## src/rtl/ccfg_pkg.sv

```systemverilog
package ccfg_pkg;

    localparam int DSR_UNITS = 32;
    localparam int CBR_PAIRS = 64;
    localparam int NUM_SLOTS = 8;
    localparam int ASID_W    = 32;
    localparam int SZ_W      = 16;

    localparam logic [2:0] OPC_START     = 3'd1;
    localparam logic [2:0] OPC_ALLOC     = 3'd2;
    localparam logic [2:0] OPC_INTR      = 3'd3;
    localparam logic [2:0] OPC_DEALLOC   = 3'd4;
    localparam logic [2:0] OPC_INTR_SYNC = 3'd5;

    typedef enum logic [1:0] {
        ST_IDLE = 2'd0,
        ST_EXC  = 2'd1,
        ST_ACT  = 2'd2
    } hs_status_e;

    typedef enum logic [1:0] {
        CX_INACTIVE = 2'd0,
        CX_MAPPED   = 2'd1,
        CX_ACTIVE   = 2'd2,
        CX_INTR     = 2'd3
    } ctx_state_e;

    typedef enum logic [3:0] {
        CS_NONE       = 4'd0,
        CS_RR_WRITE   = 4'd1,
        CS_BAD_OPC    = 4'd2,
        CS_BAD_START  = 4'd3,
        CS_BAD_ALLOC  = 4'd4,
        CS_BAD_DEALL  = 4'd5,
        CS_BAD_INTR   = 4'd6,
        CS_BUSY       = 4'd7,
        CS_NO_CBR     = 4'd8,
        CS_FMAP_CFG   = 4'd9,
        CS_CBR_OVER   = 4'd10,
        CS_DSR_OVER   = 4'd11,
        CS_CBR_DEALL  = 4'd12
    } cause_e;

    typedef struct packed {
        logic       ok;
        cause_e     cause;
        ctx_state_e next;
    } verdict_t;

    function automatic verdict_t judge(
        input logic [2:0]           opc,
        input ctx_state_e           cur,
        input logic [DSR_UNITS-1:0] dsr,
        input logic [CBR_PAIRS-1:0] cbr,
        input logic [DSR_UNITS-1:0] peer_dsr,
        input logic [CBR_PAIRS-1:0] peer_cbr
    );
        verdict_t v;
        v.ok    = 1'b0;
        v.cause = CS_NONE;
        v.next  = cur;
        case (opc)
            OPC_START: begin
                if (cur == CX_MAPPED || cur == CX_INTR) begin
                    v.ok = 1'b1; v.next = CX_ACTIVE;
                end else v.cause = CS_BAD_START;
            end
            OPC_ALLOC: begin
                if (cur != CX_INACTIVE)         v.cause = CS_BAD_ALLOC;
                else if (cbr == '0)             v.cause = CS_NO_CBR;
                else if ((cbr & peer_cbr) != 0) v.cause = CS_CBR_OVER;
                else if ((dsr & peer_dsr) != 0) v.cause = CS_DSR_OVER;
                else begin
                    v.ok = 1'b1; v.next = CX_MAPPED;
                end
            end
            OPC_INTR, OPC_INTR_SYNC: begin
                if (cur == CX_ACTIVE) begin
                    v.ok = 1'b1; v.next = CX_INTR;
                end else v.cause = CS_BAD_INTR;
            end
            OPC_DEALLOC: begin
                if (cur == CX_MAPPED || cur == CX_INTR) begin
                    v.ok = 1'b1; v.next = CX_INACTIVE;
                end else v.cause = CS_BAD_DEALL;
            end
            default: v.cause = CS_BAD_OPC;
        endcase
        return v;
    endfunction

endpackage

```

## src/rtl/ccfg_check.sv

```systemverilog
module ccfg_check
    import ccfg_pkg::*;
(
    input  logic [2:0]           opc,
    input  ctx_state_e           cur,
    input  logic [DSR_UNITS-1:0] dsr,
    input  logic [CBR_PAIRS-1:0] cbr,
    input  logic [DSR_UNITS-1:0] peer_dsr,
    input  logic [CBR_PAIRS-1:0] peer_cbr,
    output verdict_t             verdict
);
    always_comb verdict = judge(opc, cur, dsr, cbr, peer_dsr, peer_cbr);
endmodule

```

## src/rtl/ccfg_seq.sv

```systemverilog
module ccfg_seq
    import ccfg_pkg::*;
#(
    parameter int OP_LAT = 3
) (
    input  logic       clk,
    input  logic       rst,
    input  logic       cmd_go,
    input  verdict_t   verdict,
    output logic       accept,
    output logic       done,
    output hs_status_e status,
    output cause_e     cause
);
    localparam int CW = $clog2(OP_LAT + 1);
    localparam logic [CW-1:0] LAST = CW'(OP_LAT - 1);

    logic [CW-1:0] cnt;
    logic          busy_seen;
    logic          busy_now;

    assign accept   = cmd_go && (status != ST_ACT);
    assign done     = (status == ST_ACT) && (cnt == '0);
    assign busy_now = busy_seen || cmd_go;

    always_ff @(posedge clk) begin
        if (rst) begin
            status    <= ST_IDLE;
            cause     <= CS_NONE;
            cnt       <= '0;
            busy_seen <= 1'b0;
        end else if (status == ST_ACT) begin
            if (cnt == '0) begin
                busy_seen <= 1'b0;
                if (busy_now) begin
                    status <= ST_EXC;
                    cause  <= CS_BUSY;
                end else if (verdict.ok) begin
                    status <= ST_IDLE;
                    cause  <= CS_NONE;
                end else begin
                    status <= ST_EXC;
                    cause  <= verdict.cause;
                end
            end else begin
                cnt <= cnt - 1'b1;
                if (cmd_go) busy_seen <= 1'b1;
            end
        end else if (cmd_go) begin
            status    <= ST_ACT;
            cnt       <= LAST;
            busy_seen <= 1'b0;
        end
    end

    AST_CNT_RANGE: assert property (@(posedge clk) disable iff (rst)
        cnt <= LAST);
    AST_STATUS_ENC: assert property (@(posedge clk) disable iff (rst)
        status != 2'd3);
    AST_IDLE_NO_CAUSE: assert property (@(posedge clk) disable iff (rst)
        status == ST_IDLE |-> cause == CS_NONE);
    AST_START_ACTIVE: assert property (@(posedge clk) disable iff (rst)
        accept |=> status == ST_ACT);
endmodule

```

## src/rtl/ccfg_store.sv

```systemverilog
module ccfg_store
    import ccfg_pkg::*;
(
    input  logic                        clk,
    input  logic                        rst,
    input  logic                        commit,
    input  logic                        release_all,
    input  logic [DSR_UNITS-1:0]        dsr_in,
    input  logic [CBR_PAIRS-1:0]        cbr_in,
    input  logic [NUM_SLOTS*ASID_W-1:0] asid_in,
    input  logic [NUM_SLOTS*SZ_W-1:0]   size_in,
    output logic [DSR_UNITS-1:0]        dsr_own,
    output logic [CBR_PAIRS-1:0]        cbr_own,
    output logic [NUM_SLOTS*ASID_W-1:0] asid_out,
    output logic [NUM_SLOTS*SZ_W-1:0]   size_out
);
    always_ff @(posedge clk) begin
        if (rst || release_all) begin
            dsr_own <= '0;
            cbr_own <= '0;
        end else if (commit) begin
            dsr_own <= dsr_in;
            cbr_own <= cbr_in;
        end
    end

    for (genvar g = 0; g < NUM_SLOTS; g++) begin : g_slot
        logic [ASID_W-1:0] asid_q;
        logic [SZ_W-1:0]   size_q;
        always_ff @(posedge clk) begin
            if (rst) begin
                asid_q <= '0;
                size_q <= '0;
            end else if (commit) begin
                asid_q <= asid_in[g*ASID_W +: ASID_W];
                size_q <= size_in[g*SZ_W +: SZ_W];
            end
        end
        assign asid_out[g*ASID_W +: ASID_W] = asid_q;
        assign size_out[g*SZ_W +: SZ_W]     = size_q;
    end
endmodule

```

## src/rtl/ctx_cfg_unit.sv

```systemverilog
module ctx_cfg_unit
    import ccfg_pkg::*;
#(
    parameter int OP_LAT = 3
) (
    input  logic                        clk,
    input  logic                        rst,
    input  logic                        cmd_go,
    input  logic [2:0]                  cmd_opc,
    input  logic [DSR_UNITS-1:0]        req_dsr_map,
    input  logic [CBR_PAIRS-1:0]        req_cbr_map,
    input  logic [NUM_SLOTS*ASID_W-1:0] req_asid,
    input  logic [NUM_SLOTS*SZ_W-1:0]   req_sizeavail,
    input  logic [DSR_UNITS-1:0]        peer_dsr_own,
    input  logic [CBR_PAIRS-1:0]        peer_cbr_own,
    output logic [1:0]                  hs_status,
    output logic [1:0]                  hs_state,
    output logic [3:0]                  hs_cause,
    output logic [DSR_UNITS-1:0]        own_dsr_map,
    output logic [CBR_PAIRS-1:0]        own_cbr_map,
    output logic [NUM_SLOTS*ASID_W-1:0] ctx_asid,
    output logic [NUM_SLOTS*SZ_W-1:0]   ctx_sizeavail
);
    logic [2:0]                  p_opc;
    logic [DSR_UNITS-1:0]        p_dsr;
    logic [CBR_PAIRS-1:0]        p_cbr;
    logic [NUM_SLOTS*ASID_W-1:0] p_asid;
    logic [NUM_SLOTS*SZ_W-1:0]   p_size;

    ctx_state_e state;
    verdict_t   verdict;
    logic       accept, done, apply;
    hs_status_e status;
    cause_e     cause;

    always_ff @(posedge clk) begin
        if (rst) begin
            p_opc  <= '0;
            p_dsr  <= '0;
            p_cbr  <= '0;
            p_asid <= '0;
            p_size <= '0;
        end else if (accept) begin
            p_opc  <= cmd_opc;
            p_dsr  <= req_dsr_map;
            p_cbr  <= req_cbr_map;
            p_asid <= req_asid;
            p_size <= req_sizeavail;
        end
    end

    ccfg_check u_check (
        .opc      (p_opc),
        .cur      (state),
        .dsr      (p_dsr),
        .cbr      (p_cbr),
        .peer_dsr (peer_dsr_own),
        .peer_cbr (peer_cbr_own),
        .verdict  (verdict)
    );

    ccfg_seq #(.OP_LAT(OP_LAT)) u_seq (
        .clk     (clk),
        .rst     (rst),
        .cmd_go  (cmd_go),
        .verdict (verdict),
        .accept  (accept),
        .done    (done),
        .status  (status),
        .cause   (cause)
    );

    assign apply = done && verdict.ok;

    always_ff @(posedge clk) begin
        if (rst)        state <= CX_INACTIVE;
        else if (apply) state <= verdict.next;
    end

    ccfg_store u_store (
        .clk         (clk),
        .rst         (rst),
        .commit      (apply && p_opc == OPC_ALLOC),
        .release_all (apply && p_opc == OPC_DEALLOC),
        .dsr_in      (p_dsr),
        .cbr_in      (p_cbr),
        .asid_in     (p_asid),
        .size_in     (p_size),
        .dsr_own     (own_dsr_map),
        .cbr_own     (own_cbr_map),
        .asid_out    (ctx_asid),
        .size_out    (ctx_sizeavail)
    );

    assign hs_status = status;
    assign hs_state  = state;
    assign hs_cause  = cause;

    AST_EXC_KEEPS_STATE: assert property (@(posedge clk) disable iff (rst)
        $past(status) == ST_ACT && status == ST_EXC && cause != CS_BUSY
        |-> state == $past(state));
    AST_INACTIVE_EMPTY: assert property (@(posedge clk) disable iff (rst)
        state == CX_INACTIVE |-> own_cbr_map == '0 && own_dsr_map == '0);
    AST_HELD_CBR_NONZERO: assert property (@(posedge clk) disable iff (rst)
        state != CX_INACTIVE |-> own_cbr_map != '0);
    AST_STATE_ONLY_AT_END: assert property (@(posedge clk) disable iff (rst)
        state != $past(state) |-> $past(status) == ST_ACT);
endmodule

```

## config.mk

```make
export PLATFORM = sky130hd
export DESIGN_NAME = ctx_cfg_unit
export DESIGN_NICKNAME = d
export VERILOG_FILES = /design/src/rtl/ccfg_pkg.sv /design/src/rtl/ccfg_check.sv /design/src/rtl/ccfg_seq.sv /design/src/rtl/ccfg_store.sv /design/src/rtl/ctx_cfg_unit.sv
export SDC_FILE = /design/constraint.sdc
export NUM_CORES = 2
export LEC_CHECK = 0
export BUFFER_PORTS_ARGS = -buffer_cell sky130_fd_sc_hd__buf_2
export CORE_AREA = 2 2 414 416
export CTS_BUF_LIST = sky130_fd_sc_hd__clkbuf_16
export DETAILED_ROUTE_END_ITERATION = 10
export DIE_AREA = 0 0 416 418
export GPL_TIMING_DRIVEN = 0
export PLACE_DENSITY = 0.42
export SYNTH_ARGS = -nofsm -noshare
export SYNTH_HDL_FRONTEND = slang
export SYNTH_HIERARCHICAL = 1
export SYNTH_SLANG_ARGS = --single-unit
```

## constraint.sdc

```tcl
create_clock -name clk -period 9.1 [get_ports clk]
set_input_delay 1.82 -clock clk [delete_from_list [all_inputs] [get_ports clk]]
set_output_delay 1.82 -clock clk [all_outputs]
set_load 0.03 [all_outputs]
```

Yosys cells after proc, flatten, opt, wreduce, memory -nomap -nowiden
Index checks and enable logic that the tools add are counted.
- register bits: 974
- input bits: 582
- output and inout port bits: 488
- word-level logic and storage cells: 109
- add/subtract/negate cells: 1
- eq/ne operators: 19
- mux-type cells: 36
- bitwise operators: 2
- reduce and logical (&&, ||, !) cells: 23
- operators with widths (operator ; count):
    $and 64x64->64 ; 1
    $logic_not 64->1 ; 1
    $reduce_bool 64->1 ; 1
    $and 32x32->32 ; 1
    $reduce_bool 32->1 ; 1
    $mux 2 ; 14
    $mux 4 ; 6
    $pmux 4 s4 ; 1
    $ne 2x2->1 const B ; 7
    $mux 1 ; 11
    $reduce_and 9->1 ; 1
    $pmux 2 s4 ; 1
    $reduce_and 2->1 ; 4
    $eq 2x2->1 const B ; 3
    $eq 3x2->1 const B ; 2
    $eq 3x3->1 const B ; 2
    $mux 3 ; 2
    $ne 2x1->1 const B ; 3
    $reduce_bool 2->1 ; 3
    $logic_and 1x1->1 ; 5
    $reduce_bool 4->1 ; 1
    $reduce_or 2->1 ; 2
    $eq 3x1->1 const B ; 1
    $logic_or 1x1->1 ; 3
    other kinds (4) ; 4

Logic depth before layout (Yosys ltp)
- depth in word-level cells: 11
- gate-level depth with buffers: 14
- gate-level depth less buffers: 10

Modules after synthesis
Netlist, hierarchy kept.
- by module, submodules not included (module ; times used ; cells an instance ; area each (um^2) ; sequential area each (um^2)):
    ctx_cfg_unit ; 1 ; 1568 ; 17700.7 ; 9709.3
    ccfg_store ; 1 ; 1549 ; 16950.0 ; 9609.2
    ccfg_check ; 1 ; 121 ; 905.9 ; 0.0
    ccfg_seq ; 1 ; 50 ; 442.9 ; 180.2

Worst setup path after synthesis
No wires, ideal clock.
- path type: input to register
- start point: input port peer_cbr_own[19]
- end point: register u_store.cbr_own[52]
- library setup time: 0.115 ns
- arrival time: 4.451 ns
- required time: 8.985 ns
- setup slack: 4.534 ns
- stages: 14
- path buffers: 4
- path through: a22o_1 > a221oi_2 > nand4_1 > or4_4 > nand2b_4 > o211ai_2 > nand2_1 > nor4b_1 > buf_2 > buf_6 > buf_6 > buf_4 > mux2i_1 > nor2_1
- RTL lines (element ; line ; RTL):
    start, declared ; ctx_cfg_unit.sv:15 ; input logic [CBR_PAIRS-1:0] peer_cbr_own,
    end signal, assigned ; ccfg_store.sv:23 ; cbr_own <= cbr_in;
    end, declared ; ccfg_store.sv:13 ; output logic [CBR_PAIRS-1:0] cbr_own,

==> results.rst <==
.. list-table::
   :header-rows: 1

   * - Metric
     - Value
   * - Post-CTS clock slew at the launch and capture registers of the worst setup and hold paths
     - 0.06 ns
   * - Average footprint of a synthesized cell
     - approximately 11 um2
   * - RSZ-0062 raised after global routing
     - false
   * - Post-route cell area
     - approximately 48000 um2
   * - Area overhead of the layout relative to synthesis
     - 32.8%
   * - Placeable Area
     - 169000 um2
   * - Sum of negative setup slack
     - 0 ns
   * - Power per cell area
     - 208 nW/um2
   * - Worst Slack Setup Final
     - 4.02 ns
   * - Initial Utilization
     - 21.3%
   * - Initial antenna violation count
     - slightly above 100
   * - Total global routing overflow
     - 0
   * - Ratio of final minimum period to clock period
     - 55.8%
   * - Largest vdd supply drop
     - around 0.14 mV
   * - Number of buffers added to fix hold violations after cts
     - 0
   * - First-pass GRT wire length
     - around 230000 um
   * - Minimum setup slack after placement
     - 3.35 ns
   * - Cell depth of the worst min-delay path
     - 2
   * - Fraction of layout cells with a size suffix above 1
     - between 30% and 40%
   * - Wirelength per Cell
     - 24.6 um
   * - Highest clock frequency the design can meet
     - 197 MHz
   * - Total clock buffers created by CTS
     - 117
   * - Antenna violation net count after detailed routing
     - 0
   * - Vert. Die Dim
     - 418 um
   * - Post-detail-place hpwl
     - 134000 um
   * - Warnings, synthesis
     - 6
   * - Post-synth net total
     - 3872
   * - Hold Vio Cnt, Final
     - 0
   * - Most common cell on crit path
     - buf_2
   * - Rel. slew slack
     - 21.2%
   * - Cell count after placement
     - 6574
   * - Unique cell type count in the Yosys netlist
     - 48
   * - Largest net degree at the start of global routing
     - 16
   * - 1st-iter DRT viols
     - roughly 1600
   * - Area of the die
     - ~170000 um2
   * - Total routing usage reported by global routing
     - 18.5%
   * - Type of the worst setup path
     - in2reg
   * - Critical Path Slowest Stage Cell
     - or4_4
   * - Flip-flop and latch count after synthesis
     - 974
   * - Post-CTS Setup Repair Bufs
     - 0
   * - Required time at the worst-slack endpoint
     - between 9 and 10 ns
   * - Number of H-tree levels
     - 3
   * - CP Max Fanout
     - 10
   * - Worst min-delay path class
     - reg2reg
   * - Number of global-route vias before repair
     - 27717
   * - Number of top-level pins
     - 1070
   * - Endpoint type of the worst setup path
     - flip-flop
   * - Run status
     - complete, no violations
   * - Finish-stage setup viols
     - 0
   * - Critical path data arrival time
     - 5.67 ns
   * - Count of pins over their slew limit
     - 0
   * - Iteration count of the initial detailed-routing pass
     - 5
   * - Clock latency on the worst-skew pair
     - approximately 0.74 ns
   * - Port-buffer cells
     - 1068
   * - Setup skew after layout
     - roughly 0.024 ns
   * - Vias post-DR
     - 28449
   * - Sequence of cells on the critical path
     - buf_2 -> a22o_1 -> a221oi_1 -> nand4_1 -> or4_4 -> nand2b_4 -> o211ai_2 -> nand2_1 -> nor4b_1 -> buf_2 -> buf_2 -> buf_4 -> mux2i_1 -> nor2_1
   * - Horiz. Die Dim
     - ~420 um
   * - Root buffer cell
     - clkbuf_16
   * - Critical path launch point type
     - primary input
   * - Sequential-to-total area share from yosys stat
     - 54.2%
   * - Final non-filler cell total
     - 6807
   * - Number of rows created at floorplan
     - 151
   * - NumNets Final
     - 5059
   * - Delay of the slowest cell on the worst path
     - 0.56 ns
   * - Num Clock Sinks
     - 974
   * - Post-cts repair resize count
     - 0
   * - Maximum buffer depth of the clock tree
     - 3
   * - Syn Inst Count
     - 3288
   * - Static Leak
     - 20.8 nW
   * - Mapped cell area
     - between 30000 and 40000 um2
   * - Wire length reported by the detailed router
     - approximately 170000 um
   * - Clock tree from TritonCTS
     - done
   * - DRC errors left
     - 0
   * - Number of cells on the worst reg-to-reg path
     - 13
   * - Placement Cell Area
     - about 44000 um2
   * - Worst Tran Pin Value
     - 1.18 ns
   * - Maximum capacitance violations
     - 0
   * - Fraction of the core area covered by cells at the end of the flow
     - 28.3%
   * - Minimum clock period
     - 5.08 ns
   * - Average vias per placed instance
     - 4.18
   * - GPL Wtd Cong
     - slightly above 0.9
==> cell usage in the layout (no fill, tap or decap), types with 2 or more instances in the layout <==
cell           n
dfxtp_1      974
ha_1           2
diode_2       16
o31ai_1        2
a221oi_1       9
clkinv_4       2
nand2_1        8
a221oi_2       8
buf_4         34
clkbuf_16    120
a22oi_1       17
clkinv_1      24
or3_1          3
clkinv_2      26
buf_2       1127
nand2b_1       3
nand4_1       13
nor4b_1        2
bufinv_16      6
a22o_1        16
a211oi_1       4
inv_6          6
buf_1          3
o21ai_0        6
buf_8          7
clkinvlp_4     3
nor4_1        17
inv_1         32
a21oi_1       13
clkbuf_1      46
nand3_1        2
a21bo_2        2
nor2b_1        5
buf_12        45
o21ai_1        2
buf_6         25
mux2i_1      963
nor2_1       975
==> stage by stage <==
step / hold slack [ns] / total power [mW]
6_report: 0.467 / 9.95
3_5_place_dp: 0.464 / 5.52
3_3_place_gp: 0.448 / 5.51
5_1_grt: 0.506 / 10.4
2_1_floorplan: 0.460 / 5.14
4_1_cts: 0.480 / 10.1
==> synth_stat cells (all sizes together) <==
library cell | n | area share (%)
nand2b | 4 | 0.090
or4 | 1 | 0.031
o211ai | 2 | 0.056
o21ai | 8 | 0.11
a22o | 16 | 0.39
or3 | 3 | 0.052
or2 | 2 | 0.035
ha | 2 | 0.070
a22oi | 17 | 0.35
a21bo | 2 | 0.056
a211o | 1 | 0.024
nand2 | 8 | 0.083
nor4b | 2 | 0.049
or2b | 1 | 0.021
o21a | 1 | 0.021
a211oi | 4 | 0.083
nand4 | 13 | 0.23
inv | 5 | 0.052
and2 | 1 | 0.021
nor2b | 6 | 0.13
buf | 173 | 5.1
a221oi | 17 | 0.55
nand3b | 2 | 0.076
xnor2 | 1 | 0.024
nor4 | 18 | 0.35
clkbuf | 47 | 0.49
a21oi | 14 | 0.21
nand3 | 2 | 0.028
mux2i | 963 | 27
nor2 | 975 | 10
o31ai | 3 | 0.076
dfxtp | 974 | 54
==> where the power goes <==
group	internal (mW)	leakage (nW)	switching, mW
clock	2.55	1.90	1.98
combinational	0.407	11.0	0.454
sequential	4.42	7.93	0.131
==> cells by family after synthesis <==
| kind of cell | after synthesis | share of synthesized area [%] |
|---|---|---|
| adders and majority gates | 2 | 0.0695 |
| AOI/OAI and AO/OA | 85 | 1.93 |
| xor gates and xnor gates | 1 | 0.0243 |
| buffers and inverters | 225 | 5.68 |
| muxes | 963 | 26.8 |
| and+or+nand+nor | 1038 | 11.4 |
| DFF | 974 | 54.2 |
==> final cells by class <==
class                      instances  area (um2)
clock buffer                     120        3000
multi-input combinational       2089       14500
tap                             2218        2780
inverter                           5        18.8
buffer                           220        2030
clock inverter                    97         634
fill                           18157      121000
timing repair buffer            1068        5350
sequential                       974       19500
antenna                           16        40.0
==> flip-flops by register name (all words and copies together), names as in the netlist <==
name / count
u_store/dsr_own: 32
hs_state: 2
p_asid: 256
p_dsr: 32
u_store/g_slot.size_q: 128
p_cbr: 64
u_seq/status: 2
p_opc: 3
u_seq/cause: 4
u_seq/busy_seen: 1
u_store/cbr_own: 64
p_size: 128
u_store/g_slot.asid_q: 256
u_seq/cnt: 2
==> metal layers <==
metal,share of wire (%),global-route usage (%),wire length [um],up-vias
met1,41,22.2,69200,13643
met3,6.8,5.39,11400,325
met5,0.25,0,418,-
met4,3.3,6.26,5460,70
met2,48,31.5,80900,883
li1,-,-,-,13528
==> worst paths after layout <==
path	from	endpoint	slack, ns
setup / recovery	peer_cbr_own[20]	u_store/g_slot[4].asid_q[25]	4.02
hold / removal	u_seq/cause[3]	u_seq/cause[3]	0.47
setup reg to reg	p_cbr[48]	u_store/g_slot[4].asid_q[25]	4.77
hold reg to reg	u_seq/cause[3]	u_seq/cause[3]	0.47
==> critical path, delay by kind of cell <==
family                 cells  cell delay, ns
and+or+nand+nor            6            1.39
buffers and inverters      4            1.14
AOI/OAI and AO/OA          3            1.07
muxes                      1            0.23
No activity file was read; power rests on OpenSTA's default activity.
